### src/rtl/tsc_pkg.sv
package tsc_pkg;

    localparam int ADDR_W = 6;
    localparam int WORD_W = 32;

    typedef enum logic [1:0] {
        SEL_RISE = 2'd0,
        SEL_FALL = 2'd1,
        SEL_BOTH = 2'd2,
        SEL_NONE = 2'd3
    } edge_sel_e;

    // Packed so that en lands in bit 0, dir_in in bit 1, sel in bits 3:2
    typedef struct packed {
        edge_sel_e sel;
        logic      dir_in;
        logic      en;
    } ctrl_t;

    localparam logic [ADDR_W-1:0] OFS_CTRL  = 6'h00;
    localparam logic [ADDR_W-1:0] OFS_TS_LO = 6'h20;
    localparam logic [ADDR_W-1:0] OFS_TS_HI = 6'h24;
    localparam logic [ADDR_W-1:0] OFS_SC_LO = 6'h28;
    localparam logic [ADDR_W-1:0] OFS_SC_HI = 6'h2C;
    localparam logic [ADDR_W-1:0] OFS_LC_LO = 6'h30;
    localparam logic [ADDR_W-1:0] OFS_LC_HI = 6'h34;

    function automatic logic edge_qualifies(edge_sel_e s, logic rise, logic fall);
        logic q;
        unique case (s)
            SEL_RISE: q = rise;
            SEL_FALL: q = fall;
            SEL_BOTH: q = rise | fall;
            default:  q = 1'b0;
        endcase
        return q;
    endfunction

    function automatic logic addr_mapped(logic [ADDR_W-1:0] a);
        return (a == OFS_CTRL)  || (a == OFS_TS_LO) || (a == OFS_TS_HI) ||
               (a == OFS_SC_LO) || (a == OFS_SC_HI) || (a == OFS_LC_LO) ||
               (a == OFS_LC_HI);
    endfunction

endpackage

### src/rtl/tsc_sync_edge.sv
module tsc_sync_edge #(
    parameter int SYNC_STAGES = 2
) (
    input  logic clk,
    input  logic rst,
    input  logic pin_in,
    output logic rise,
    output logic fall
);
    localparam int CHAIN_W = SYNC_STAGES + 1;

    logic [CHAIN_W-1:0] chain;

    always_ff @(posedge clk) begin
        if (rst) chain <= '0;
        else     chain <= {chain[CHAIN_W-2:0], pin_in};
    end

    logic cur_lvl, prev_lvl;
    assign cur_lvl  = chain[SYNC_STAGES-1];
    assign prev_lvl = chain[SYNC_STAGES];

    always_comb begin
        rise = cur_lvl & ~prev_lvl;
        fall = ~cur_lvl & prev_lvl;
    end
endmodule

### src/rtl/tsc_event_core.sv
module tsc_event_core #(
    parameter int TS_W  = 64,
    parameter int CNT_W = 64
) (
    input  logic             clk,
    input  logic             rst,
    input  logic             en,
    input  logic             hit,
    input  logic [TS_W-1:0]  time_in,
    output logic [CNT_W-1:0] live_cnt,
    output logic [TS_W-1:0]  last_ts
);
    logic en_q;
    logic clr;

    assign clr = en & ~en_q;

    always_ff @(posedge clk) begin
        if (rst) begin
            en_q     <= 1'b0;
            live_cnt <= '0;
            last_ts  <= '0;
        end else begin
            en_q <= en;
            if (clr)      live_cnt <= '0;
            else if (hit) live_cnt <= live_cnt + CNT_W'(1);
            if (hit)      last_ts  <= time_in;
        end
    end
endmodule

### src/rtl/tsc_regfile.sv
module tsc_regfile
    import tsc_pkg::*;
#(
    parameter int TS_W  = 64,
    parameter int CNT_W = 64
) (
    input  logic              clk,
    input  logic              rst,
    input  logic              wr_en,
    input  logic              rd_en,
    input  logic [ADDR_W-1:0] addr,
    input  logic [WORD_W-1:0] wdata,
    input  logic [CNT_W-1:0]  live_cnt,
    input  logic [TS_W-1:0]   last_ts,
    output ctrl_t             ctrl,
    output logic [TS_W-1:0]   snap_ts,
    output logic [CNT_W-1:0]  snap_cnt,
    output logic [WORD_W-1:0] rdata
);
    localparam int EXT_W  = 2 * WORD_W;
    localparam int CTRL_W = $bits(ctrl_t);

    logic [EXT_W-1:0] ts_ext, cnt_ext, sts_ext, scnt_ext;

    always_comb begin
        ts_ext   = '0;
        cnt_ext  = '0;
        sts_ext  = '0;
        scnt_ext = '0;
        ts_ext[TS_W-1:0]    = last_ts;
        cnt_ext[CNT_W-1:0]  = live_cnt;
        sts_ext[TS_W-1:0]   = snap_ts;
        scnt_ext[CNT_W-1:0] = snap_cnt;
    end

    logic unused_wdata_bits;
    assign unused_wdata_bits = ^wdata[WORD_W-1:CTRL_W];

    always_ff @(posedge clk) begin
        if (rst) begin
            ctrl     <= '0;
            snap_ts  <= '0;
            snap_cnt <= '0;
            rdata    <= '0;
        end else begin
            if (wr_en && addr == OFS_CTRL)
                ctrl <= ctrl_t'(wdata[CTRL_W-1:0]);
            if (rd_en) begin
                unique case (addr)
                    OFS_CTRL:  rdata <= {{(WORD_W-CTRL_W){1'b0}}, ctrl};
                    OFS_TS_LO: begin
                        rdata    <= ts_ext[WORD_W-1:0];
                        snap_ts  <= last_ts;
                        snap_cnt <= live_cnt;
                    end
                    OFS_TS_HI: rdata <= sts_ext[EXT_W-1:WORD_W];
                    OFS_SC_LO: rdata <= scnt_ext[WORD_W-1:0];
                    OFS_SC_HI: rdata <= scnt_ext[EXT_W-1:WORD_W];
                    OFS_LC_LO: rdata <= cnt_ext[WORD_W-1:0];
                    OFS_LC_HI: rdata <= cnt_ext[EXT_W-1:WORD_W];
                    default:   rdata <= '0;
                endcase
            end
        end
    end
endmodule

### src/rtl/tsc_edge_capture.sv
module tsc_edge_capture
    import tsc_pkg::*;
#(
    parameter int TS_W        = 64,
    parameter int CNT_W       = 64,
    parameter int SYNC_STAGES = 2
) (
    input  logic              clk,
    input  logic              rst,
    input  logic              pin_in,
    input  logic [TS_W-1:0]   time_in,
    input  logic              wr_en,
    input  logic              rd_en,
    input  logic [ADDR_W-1:0] addr,
    input  logic [WORD_W-1:0] wdata,
    output logic [WORD_W-1:0] rdata
);
    ctrl_t            ctrl_q;
    logic             rise, fall, hit, in_mode;
    logic [CNT_W-1:0] live_cnt, snap_cnt;
    logic [TS_W-1:0]  last_ts, snap_ts;

    tsc_sync_edge #(.SYNC_STAGES(SYNC_STAGES)) u_sync (
        .clk    (clk),
        .rst    (rst),
        .pin_in (pin_in),
        .rise   (rise),
        .fall   (fall)
    );

    assign in_mode = ctrl_q.en & ctrl_q.dir_in;
    assign hit     = in_mode & edge_qualifies(ctrl_q.sel, rise, fall);

    tsc_event_core #(.TS_W(TS_W), .CNT_W(CNT_W)) u_core (
        .clk      (clk),
        .rst      (rst),
        .en       (ctrl_q.en),
        .hit      (hit),
        .time_in  (time_in),
        .live_cnt (live_cnt),
        .last_ts  (last_ts)
    );

    tsc_regfile #(.TS_W(TS_W), .CNT_W(CNT_W)) u_regs (
        .clk      (clk),
        .rst      (rst),
        .wr_en    (wr_en),
        .rd_en    (rd_en),
        .addr     (addr),
        .wdata    (wdata),
        .live_cnt (live_cnt),
        .last_ts  (last_ts),
        .ctrl     (ctrl_q),
        .snap_ts  (snap_ts),
        .snap_cnt (snap_cnt),
        .rdata    (rdata)
    );
endmodule

### config.mk
export PLATFORM = sky130hd
export DESIGN_NAME = tsc_edge_capture
export DESIGN_NICKNAME = d
export VERILOG_FILES = /design/src/rtl/tsc_pkg.sv /design/src/rtl/tsc_sync_edge.sv /design/src/rtl/tsc_event_core.sv /design/src/rtl/tsc_regfile.sv /design/src/rtl/tsc_edge_capture.sv
export SDC_FILE = /design/constraint.sdc
export NUM_CORES = 1
export LEC_CHECK = 0
export BUFFER_PORTS_ARGS = -buffer_cell sky130_fd_sc_hd__buf_2
export CORE_ASPECT_RATIO = 1.25
export CORE_MARGIN = 10
export CORE_UTILIZATION = 45
export CTS_CLUSTER_SIZE = 30
export DETAILED_ROUTE_END_ITERATION = 6
export GPL_TIMING_DRIVEN = 0
export PLACE_DENSITY = 0.79
export SLEW_MARGIN = 0
export SYNTH_ARGS = -nofsm -noshare
export SYNTH_HDL_FRONTEND = slang
export SYNTH_SLANG_ARGS = --single-unit
### constraint.sdc
create_clock -name clk -period 2.3 [get_ports clk]
set_clock_uncertainty 0.2 [all_clocks]
set_input_delay 0.115 -clock clk [delete_from_list [all_inputs] [get_ports clk]]
set_output_delay 0.115 -clock clk [all_outputs]
set_load 0.005 [all_outputs]
==> results of run 1 <==
==> flip-flops by register name, indices dropped and copies added (netlist names) <==
name and cells:
u_sync.chain 3, u_regs.snap_cnt 64, u_regs.snap_ts 32, u_regs.ctrl 4, u_regs.rdata 32, u_core.last_ts 64, u_core.live_cnt 64, u_core.en_q 1
==> cells in the final DEF (no fill, tap or decap), drive strengths merged, types with 13 or more instances in the layout <==
cell,instances
o21ai,14
a222oi,30
a22oi,36
nor2,38
clkbuf,111
nand3,29
inv,14
o31ai,33
mux2,35
dlygate4sd3,78
or3,13
buf,180
or4,35
dfxtp,264
nand2,380
nand4,32
a22o,32
a21oi,210
==> layout make-up <==
type | count | area (sq um) | share of cell area
Clock buffer | 37 | 741 | 0.0497
Timing Repair Buffer | 229 | 1810 | 0.121
Clock inverter | 4 | 70.1 | 0.00470
Inverter | 14 | 55.1 | 0.00369
Multi-Input combinational cell | 979 | 5830 | 0.391
Sequential cell | 264 | 5320 | 0.357
Buffer | 104 | 661 | 0.0443
Antenna cell | 3 | 7.51 | 0.000504
Tap cell | 330 | 413 | 0.0277
==> worst max-delay path by stage <==
stage | start | slack [ns] | cells past startpoint | end
after CTS | u_sync.chain[1] | -0.20 | 9 | u_core.live_cnt[57]
final | u_core.live_cnt[0] | -0.26 | 7 | u_core.live_cnt[58]
after global routing | u_sync.chain[1] | -0.29 | 10 | u_core.live_cnt[58]
after floorplan | u_sync.chain[1] | 0.01 | 9 | u_core.live_cnt[55]
after detailed placement | u_sync.chain[1] | -0.89 | 10 | u_core.live_cnt[9]
after global placement | u_sync.chain[1] | -0.77 | 10 | u_core.live_cnt[9]
==> worst min-delay path: cells and delay by family <==
| kind | cells | cell delay, ns |
|---|---|---|
| AO/OA/AOI/OAI | 3 | 0.44 |
| buffers and inverters | 1 | 0.17 |
==> report_power, final <==
group          switching, mW  internal (mW)
combinational          0.208          0.165
clock                   1.74           2.43
sequential           0.00206           4.57
total                   1.95           7.16
==> timing repair <==
action | in CTS | in global routing
pin swaps | 57 | 56
resized for setup | 89 | 144
cloned | 3 | 7
hold endpoints to repair | 73 | 0
endpoints found under the setup margin | 120 | 147
hold buffers | 78 | 0
buffers inserted | 17 | 21
==> cell families after synthesis <==
logic type / synth area share
AND/OR/NAND/NOR: 0.228
XOR/XNOR: 0.0141
AO/OA/AOI/OAI: 0.199
flip-flops: 0.473
adder cells (fa/ha/maj): 0.00336
multiplexers: 0.0352
buffers and inverters: 0.0480
==> routing by layer <==
layer | wire [um] | global-route usage
met1 | 14500 | 0.250
met4 | 2490 | 0.131
met3 | 3730 | 0.0557
met2 | 20400 | 0.415
met5 | 13 | 0
==> stage by stage <==
step	setup TNS (ns)	setup slack (ns)	cell area [sq um]	total power [mW]	hold WS [ns]
floorplan	0	0.0136	11200	4.79	0.0432
global placement	-74.83	-0.766	12100	4.93	0.129
detailed placement	-84.24	-0.887	12100	4.93	0.127
CTS	-8.15	-0.198	14200	9.08	0.00986
global route	-11.15	-0.293	14900	9.30	0.0557
finish	-5.91	-0.262	14900	9.12	0.0456
==> impl_metrics.py, run 1 <==
metrics = {
    "outcome": {
        "outcome": "finished with violations",
        "failed_checks": "negative setup slack",
    },
    "clock_network": {
        "clock_sinks": 264,
        "clock-root-buffer": "sky130_fd_sc_hd__clkbuf_16",
        "tritoncts": "done",
        "ctsHtreeMaxLevel": 1,
        "cts_made_buffers": 25,
        "clk_pin_slew_ns": 0.06,
        "insertion_delay_ns": 0.53,
        "cts.path.max_buffers": 3,
    },
    "timing": {
        "tightestPinTransition_ns": 0.885,
        "setup_viol_count_final": 88,
        "unrepaired_setup_endpoints_after_global_routing": "yes",
        "maxSlewViolCount": 0,
        "final_hold_vios": 0,
        "fmaxAchievable_mhz": 390,
        "finalWorstSetupSlack_ns": -0.262,
        "relSlewSlack": 0.410,
        "min_period_over_period": 1.11,
        "minimum_clock_period_after_layout_ns": 2.56,
    },
    "die": {
        "initial_utilization": 0.456,
        "coreArea_sq_mm": 0.0245,
        "fp.dieW_um": 161,
        "chip_height_um": 196,
        "dieArea_sq_mm": 0.0316,
        "ioPinCount": 139,
        "core.rowCount": 64,
    },
    "critical_path": {
        "critical-path-max-stage-delay_ns": 0.51,
        "rrSetupSlack_ns": -0.26,
        "critical_path.endpoint_type": "flip-flop",
        "path_class": "reg2reg",
        "crit_required_ns": 2.54,
        "crit_chain": "ha_4, nand4_1, nor4_4, nand3_4, buf_8, or4_1, a21oi_1",
        "worst-path-max-fanout": 5,
        "worstReg2RegStart": "u_core.live_cnt[0]",
        "cp.arrival_ns": 2.80,
        "crit_buf_inv": 1,
        "cell_family_with_the_largest_share_of_critical_path_delay": "simple AND/OR/NAND/NOR gates",
        "timing.rr.end": "u_core.live_cnt[58]",
        "worst_setup_sp_type": "flip-flop",
        "critPathSlowestCell": "sky130_fd_sc_hd__or4_1",
        "ff2ff_path_depth": 7,
    },
    "logic_synthesis": {
        "mappedNetlistArea_sq_mm": 0.0112,
        "yosys.cell_count.top_type": "sky130_fd_sc_hd__nand2_1",
        "yosys_warnings": 0,
        "ys_ff_latch": 264,
        "synth-seq-area-share": 0.473,
        "yosysTopAreaCellShare": 0.473,
        "ys.flop_type": "sky130_fd_sc_hd__dfxtp_1",
        "postSynthNetCount": 1481,
        "synth_cell_type_count": 43,
        "number_of_enable_flip_flop_cells_after_synthesis": 0,
        "synth_commonest_cells": "sky130_fd_sc_hd__nand2_1 (380), sky130_fd_sc_hd__dfxtp_1 (264), sky130_fd_sc_hd__a21oi_1 (210)",
        "synth.avg_cell_area_sq_um": 8.16,
        "synthTopCellsByArea": "sky130_fd_sc_hd__dfxtp_1 (47%), sky130_fd_sc_hd__nand2_1 (13%), sky130_fd_sc_hd__a21oi_1 (9.4%)",
        "library_cell_with_the_largest_summed_area_after_synthesis": "sky130_fd_sc_hd__dfxtp_1",
        "postSynth.asyncResetShare": 0,
        "synthesis.instances": 1371,
    },
    "layout": {
        "fin_cells": 1964,
        "finalNetCount": 1727,
        "areaGrowthSynthToFinish_pct": 33.3,
        "final_core_util": 0.608,
        "fillCellCount": 2000,
        "drive_gt1_frac": 0.225,
    },
    "placement": {
        "buffer_ports.inserted": 107,
        "numPlacedInstances": 1808,
        "place_congestion": 0.957,
        "dpl.hpwl_mm": 27.1,
    },
    "grt": {
        "grt_first_pass_wirelength_mm": 60.4,
        "track_usage": 0.234,
        "grt_start_max_net_pins": 15,
        "grt_antenna_before_repair": 3,
        "first_global_vias": 11300,
        "grt_remaining_overflow": 0,
    },
    "detailed_routing": {
        "vias": 11900,
        "number_of_drc_markers_after_the_initial_detailed_route_iteration": 1476,
        "detailedRoute.firstPassIterationCount": 6,
        "wl_mm": 41.1,
        "post-route-drc-count": 0,
        "drtAntennaViolNets": 0,
        "number_of_vias_per_cell_after_detailed_routing": 6.06,
        "post_drt_wl_per_cell_um": 20.9,
    },
    "min_path": {
        "hp-start": "addr[5]",
        "min_delay_path_depth": 4,
        "whs_endpoint": "u_regs.rdata[0]",
        "timing.hold.worst.class": "in2reg",
    },
    "power_and_ir_drop": {
        "power_density_mw_per_mm2": 612,
        "leakage_nw": 5.25,
        "worst_ir_drop_vdd_v": 0.000664,
    },
    "flow_run": {
        "cap_violations": 0,
    },
}
Power figures use the tool's default switching activity.
==> inputs of run 2 (changes only) <==
RECOVER_POWER = 100   (was not set)
==> run 2 against run 1 <==
The run ends with design-rule violations, negative setup slack left. Global-route usage did not move. First-iteration DRC count fell by 1.8%. Register-to-register slack about the same. Critical path depth stayed put. Utilization fell by 0.17 points. Die area did not move. Wire length shrank 0.54%. Combinational power barely moved. Non-clock buffer count unchanged. Worst hold slack lost 0.0066 ns. Final area decreased by 0.29%.
==> impl_metrics.py, run 2 (same netlist as run 1, synthesis figures left out) <==
metrics = {
    "grt": {
        "grt_antenna_before_repair": 3,
        "grt_first_pass_wirelength_mm": 60.4,
        "first_global_vias": 11300,
        "grt_remaining_overflow": 0,
        "grt_start_max_net_pins": 15,
        "track_usage": 0.234,
    },
    "die": {
        "dieArea_sq_mm": 0.0316,
        "chip_height_um": 196,
        "core.rowCount": 64,
        "ioPinCount": 139,
        "coreArea_sq_mm": 0.0245,
        "fp.dieW_um": 161,
        "initial_utilization": 0.456,
    },
    "critical_path": {
        "critical-path-max-stage-delay_ns": 0.51,
        "crit_buf_inv": 1,
        "worstReg2RegStart": "u_core.live_cnt[0]",
        "rrSetupSlack_ns": -0.27,
        "critPathSlowestCell": "sky130_fd_sc_hd__or4_1",
        "ff2ff_path_depth": 7,
        "cell_family_with_the_largest_share_of_critical_path_delay": "simple AND/OR/NAND/NOR gates",
        "crit_required_ns": 2.54,
        "timing.rr.end": "u_core.live_cnt[58]",
        "worst_setup_sp_type": "flip-flop",
        "path_class": "reg2reg",
        "critical_path.endpoint_type": "flip-flop",
        "worst-path-max-fanout": 5,
        "crit_chain": "ha_4, nand4_1, nor4_4, nand3_4, buf_8, or4_1, a21oi_1",
        "cp.arrival_ns": 2.81,
    },
    "power_and_ir_drop": {
        "worst_ir_drop_vdd_v": 0.000671,
        "power_density_mw_per_mm2": 612,
        "leakage_nw": 5.10,
        "fin_total_pwr_mw": 9.10,
    },
    "timing": {
        "maxSlewViolCount": 0,
        "finalWorstSetupSlack_ns": -0.269,
        "final_hold_vios": 0,
        "tightestPinTransition_ns": 0.865,
        "timing.setup.tns_ns": -6.67,
        "minimum_clock_period_after_layout_ns": 2.57,
        "fmaxAchievable_mhz": 389,
        "relSlewSlack": 0.423,
        "unrepaired_setup_endpoints_after_global_routing": "yes",
        "min_period_over_period": 1.12,
        "setup_viol_count_final": 104,
    },
    "detailed_routing": {
        "wl_mm": 40.9,
        "post-route-drc-count": 21,
        "number_of_drc_markers_after_the_initial_detailed_route_iteration": 1450,
        "detailedRoute.firstPassIterationCount": 7,
        "number_of_vias_per_cell_after_detailed_routing": 6.05,
        "vias": 11900,
        "drtAntennaViolNets": 0,
        "post_drt_wl_per_cell_um": 20.8,
    },
    "layout": {
        "layout.cells.most_common": "sky130_fd_sc_hd__nand2_1",
        "fillCellCount": 2021,
        "drive_gt1_frac": 0.204,
        "sequential_cell_area_sq_mm": 0.00532,
        "areaGrowthSynthToFinish_pct": 32.9,
        "mostFrequentLayoutCells": "sky130_fd_sc_hd__nand2_1 (378), sky130_fd_sc_hd__dfxtp_1 (242), sky130_fd_sc_hd__a21oi_1 (194)",
        "multiInputGateArea_sq_mm": 0.00583,
        "finalNetCount": 1727,
        "final_core_util": 0.607,
        "biggestRegsByFlops": "u_core.last_ts (64), u_core.live_cnt (64), u_regs.snap_cnt (64)",
    },
    "placement": {
        "buffer_ports.inserted": 107,
        "place_congestion": 0.957,
        "dpl.hpwl_mm": 27.1,
    },
    "outcome": {
        "failed_checks": "design-rule violations, negative setup slack",
        "outcome": "finished with violations",
    },
    "min_path": {
        "min_delay_path_depth": 4,
        "whs_endpoint": "u_regs.rdata[0]",
        "timing.hold.worst.class": "in2reg",
        "hp-start": "addr[5]",
    },
    "clock_network": {
        "clock-root-buffer": "sky130_fd_sc_hd__clkbuf_16",
        "ctsHtreeMaxLevel": 1,
        "insertion_delay_ns": 0.53,
        "clock_sinks": 264,
        "cts.path.max_buffers": 3,
        "tritoncts": "done",
        "cts_made_buffers": 25,
        "clk_pin_slew_ns": 0.06,
    },
    "flow_run": {
        "cap_violations": 0,
    },
}
-- run 2: cell types whose count changed in the layout (fill, tap and decap cells not counted) --
cell	previous run	this run
sky130_fd_sc_hd__and2_0	0	1
sky130_fd_sc_hd__and2_1	2	1
sky130_fd_sc_hd__buf_2	121	83
sky130_fd_sc_hd__clkbuf_1	66	100
sky130_fd_sc_hd__clkbuf_2	0	4
-- run 2: worst max-delay path by stage --
stage,start,to,cells past startpoint
6_report,u_core.live_cnt[0],u_core.live_cnt[58],7
5_1_grt,u_sync.chain[1],u_core.live_cnt[58],10
3_5_place_dp,u_sync.chain[1],u_core.live_cnt[9],10
4_1_cts,u_sync.chain[1],u_core.live_cnt[57],9
2_1_floorplan,u_sync.chain[1],u_core.live_cnt[55],9
3_3_place_gp,u_sync.chain[1],u_core.live_cnt[9],10
-- run 2: what timing repair did --
item | 4_1_cts | 5_1_grt
hold buffers | 78 | 0
gates resized for setup | 89 | 144
buffers inserted | 17 | 21
pin swaps | 57 | 56
setup endpoints to repair | 120 | 147
hold endpoints to repair | 73 | 0
gates cloned | 3 | 7
-- run 2: per-layer routing --
layer,GRT usage,up-vias,routed length [um]
met4,0.131,0,2600
met5,0,-,0
met2,0.415,711,20300
met1,0.250,5605,14400
met3,0.0557,211,3600
li1,-,5350,-
-- run 2: stage by stage --
stage / hold WS (ns) / cell area (sq um) / instances / worst slack, ns
3_3_place_gp: 0.129 / 12100 / 1808 / -0.766
5_1_grt: 0.0557 / 14900 / 1963 / -0.293
3_5_place_dp: 0.127 / 12100 / 1808 / -0.887
2_1_floorplan: 0.0432 / 11200 / 1371 / 0.0136
6_report: 0.0390 / 14900 / 1964 / -0.269
4_1_cts: 0.00986 / 14200 / 1940 / -0.198
-- run 2: area by class of cell --
cell class,count,area share
plain buffers,104,0.0442
inverters,14,0.00370
clock buffers,37,0.0498
diodes,3,0.000505
well taps,330,0.0278
flip-flops and latches,264,0.358
clock inverters,4,0.00471
repair buffers,229,0.119
multi-input cells,979,0.392
-- run 2: power by group --
part	switching, mW	internal [mW]	leakage, nW
registers	0.00202	4.57	2.14
clock network	1.73	2.43	0.400
logic	0.208	0.165	2.56
-- run 2: worst reg2reg max path, stage by stage, from the launching register on --
cell and delay [ns]:
sky130_fd_sc_hd__dfxtp_4 0.37, sky130_fd_sc_hd__ha_4 0.19, sky130_fd_sc_hd__nand4_1 0.17, sky130_fd_sc_hd__nor4_4 0.41, sky130_fd_sc_hd__nand3_4 0.24, sky130_fd_sc_hd__buf_8 0.22
sky130_fd_sc_hd__or4_1 0.51, sky130_fd_sc_hd__a21oi_1 0.19
==> inputs of run 3 (changes only) <==
CAP_MARGIN = 25   (was not set)
SKIP_CTS_REPAIR_TIMING = 1   (was not set)
==> run 3 against run 2 <==
Fmax rose by 0.69%. Critical path type unchanged. Power barely moved. Non-clock buffer count fell by 25. The flow finishes with violations (negative hold slack, negative setup slack). Clock-buffer cell count did not move. Critical endpoint is now u_core.live_cnt[55]. Sequential cell count did not move. Critical path depth rose by 2. Utilization fell by 2.3 points. Setup slack improved by 0.018 ns. Combinational power fell by 1%. First-iteration DRC count fell by 6.3%. Largest power group unchanged. Clock power barely moved. Final cell count fell by 1.3%.
==> impl_metrics.py, run 3 (same netlist as run 1, synthesis figures left out) <==
metrics = {
    "critical_path": {
        "critPathSlowestCell": "sky130_fd_sc_hd__or4_1",
        "critical_path.endpoint_type": "flip-flop",
        "ff2ff_path_depth": 9,
        "crit_chain": "inv_2, ha_4, o21ai_4, and4b_1, buf_6, nand4_1, buf_4, or4_1, a21oi_1",
        "cp.arrival_ns": 2.81,
        "critical-path-max-stage-delay_ns": 0.50,
        "worst-path-max-fanout": 5,
        "worst_setup_sp_type": "flip-flop",
        "path_class": "reg2reg",
        "crit_required_ns": 2.56,
        "rrSetupSlack_ns": -0.25,
        "worstReg2RegStart": "u_sync.chain[1]",
        "timing.rr.end": "u_core.live_cnt[55]",
    },
    "layout": {
        "multiInputGateArea_sq_mm": 0.00573,
        "fin_cells": 1938,
        "areaGrowthSynthToFinish_pct": 27.9,
        "finalNetCount": 1702,
        "biggestRegsByFlops": "u_core.last_ts (64), u_core.live_cnt (64), u_regs.snap_cnt (64)",
        "fillCellCount": 2153,
        "mostFrequentLayoutCells": "sky130_fd_sc_hd__nand2_1 (379), sky130_fd_sc_hd__dfxtp_1 (245), sky130_fd_sc_hd__a21oi_1 (194)",
        "layout.cells.most_common": "sky130_fd_sc_hd__nand2_1",
        "drive_gt1_frac": 0.184,
        "post_layout_instance_area_sq_mm": 0.0143,
        "sequential_cell_area_sq_mm": 0.00532,
    },
    "detailed_routing": {
        "post-route-drc-count": 0,
        "drtAntennaViolNets": 0,
        "number_of_drc_markers_after_the_initial_detailed_route_iteration": 1359,
        "wl_mm": 39.4,
        "number_of_vias_per_cell_after_detailed_routing": 5.97,
        "vias": 11600,
        "detailedRoute.firstPassIterationCount": 7,
        "post_drt_wl_per_cell_um": 20.3,
    },
    "timing": {
        "final_hold_vios": 1,
        "setup_viol_count_final": 95,
        "fmaxAchievable_mhz": 392,
        "min_period_over_period": 1.11,
        "finalWorstSetupSlack_ns": -0.251,
        "tightestPinTransition_ns": 1.02,
        "minimum_clock_period_after_layout_ns": 2.55,
        "relSlewSlack": 0.318,
        "maxSlewViolCount": 0,
        "unrepaired_setup_endpoints_after_global_routing": "yes",
        "hold-worst-slack_ns": -0.0600,
    },
    "power_and_ir_drop": {
        "leakage_nw": 4.83,
        "logic_gate_share_of_total_power": 0.040,
        "fin_total_pwr_mw": 9.11,
        "worst_ir_drop_vdd_v": 0.000671,
        "int_power_mw": 7.16,
        "switching_portion_of_total_power": 0.214,
        "net-switching-power_mw": 1.95,
        "clkPwrFrac": 0.458,
        "power_density_mw_per_mm2": 637,
        "sequentialPowerShare": 0.502,
    },
    "clock_network": {
        "ctsHtreeMaxLevel": 1,
        "clock_sinks": 264,
        "tritoncts": "done",
        "insertion_delay_ns": 0.53,
        "cts_made_buffers": 25,
        "clk_pin_slew_ns": 0.07,
        "clock-root-buffer": "sky130_fd_sc_hd__clkbuf_16",
        "cts.path.max_buffers": 3,
    },
    "die": {
        "dieArea_sq_mm": 0.0316,
        "core.rowCount": 64,
        "ioPinCount": 139,
        "chip_height_um": 196,
        "fp.dieW_um": 161,
        "initial_utilization": 0.456,
        "coreArea_sq_mm": 0.0245,
    },
    "grt": {
        "track_usage": 0.219,
        "first_global_vias": 10500,
        "grt_antenna_before_repair": 2,
        "grt_remaining_overflow": 0,
        "grt_start_max_net_pins": 15,
        "grt_first_pass_wirelength_mm": 56.6,
    },
    "outcome": {
        "failed_checks": "negative hold slack, negative setup slack",
        "outcome": "finished with violations",
    },
    "flow_run": {
        "cap_violations": 0,
    },
    "placement": {
        "numPlacedInstances": 1808,
        "place_congestion": 0.957,
        "placement_stage_worst_setup_slack_ns": -0.887,
        "dpl.hpwl_mm": 27.1,
        "buffer_ports.inserted": 107,
        "placed_area_sq_mm": 0.0121,
    },
    "min_path": {
        "whs_endpoint": "u_regs.rdata[1]",
        "timing.hold.worst.class": "in2reg",
        "hp-start": "addr[5]",
        "min_delay_path_depth": 4,
    },
}
run 3: changes by cell type in the layout (fill, tap and decap cells not counted), moves of 4 or more:
cell                        before  now
sky130_fd_sc_hd__dfxtp_2        19   15
sky130_fd_sc_hd__o21ai_1         5    0
sky130_fd_sc_hd__nor3_2          5    0
sky130_fd_sc_hd__buf_12          6    2
sky130_fd_sc_hd__nor3_1          3    8
sky130_fd_sc_hd__clkbuf_16      31   25
sky130_fd_sc_hd__or4_1          24   18
sky130_fd_sc_hd__buf_8           8    1
sky130_fd_sc_hd__clkbuf_2        4   10
sky130_fd_sc_hd__o21ai_0         7   13
sky130_fd_sc_hd__or4_4          11   17
sky130_fd_sc_hd__buf_4          33   24
run 3: power by group through the flow:
stage | Combinational (mW) | Sequential (mW) | Clock (mW)
final | 0.368 | 4.57 | 4.17
after detailed placement | 0.251 | 4.68 | 0
after CTS | 0.253 | 4.57 | 4.16
after global placement | 0.248 | 4.68 | 0
after global routing | 0.387 | 4.57 | 4.35
after floorplan | 0.112 | 4.68 | 0
run 3: routing by layer:
| metal | share of wire | global-route usage | vias up |
|---|---|---|---|
| met1 | 0.37 | 0.245 | 5492 |
| met2 | 0.51 | 0.393 | 619 |
| met5 | 0 | 0 | - |
| met4 | 0.046 | 0.0972 | 0 |
| met3 | 0.081 | 0.0440 | 146 |
| li1 | - | - | 5308 |
run 3: worst max path at each step:
stage | from | slack, ns | to
after global routing | u_sync.chain[2] | -0.31 | u_core.live_cnt[37]
after detailed placement | u_sync.chain[1] | -0.89 | u_core.live_cnt[9]
after floorplan | u_sync.chain[1] | 0.01 | u_core.live_cnt[55]
final | u_sync.chain[1] | -0.25 | u_core.live_cnt[55]
after CTS | u_sync.chain[1] | -0.91 | u_core.live_cnt[6]
after global placement | u_sync.chain[1] | -0.77 | u_core.live_cnt[9]
run 3: metrics by stage:
stage | util | TNS (ns)
2_1_floorplan | - | 0
3_3_place_gp | 0.495 | -74.83
3_5_place_dp | 0.495 | -84.24
4_1_cts | 0.528 | -66.13
5_1_grt | 0.584 | -20.18
6_report | 0.584 | -9.25
run 3: layout make-up:
type | instances | share of cell area
Timing Repair Buffer | 202 | 0.0986
Multi-Input combinational cell | 979 | 0.400
Clock inverter | 4 | 0.00490
Sequential cell | 264 | 0.372
Clock buffer | 37 | 0.0518
Tap cell | 330 | 0.0289
Antenna cell | 2 | 0.000350
Buffer | 106 | 0.0397
Inverter | 14 | 0.00367
run 3: critical path: cells and delay by family, from the launching register on:
kind	cells	cell delay, ns
adders and majority gates	1	0.22
buffers and inverters	3	0.46
DFF	1	0.36
AOI/OAI and AO/OA	2	0.29
and+or+nand+nor	3	0.97
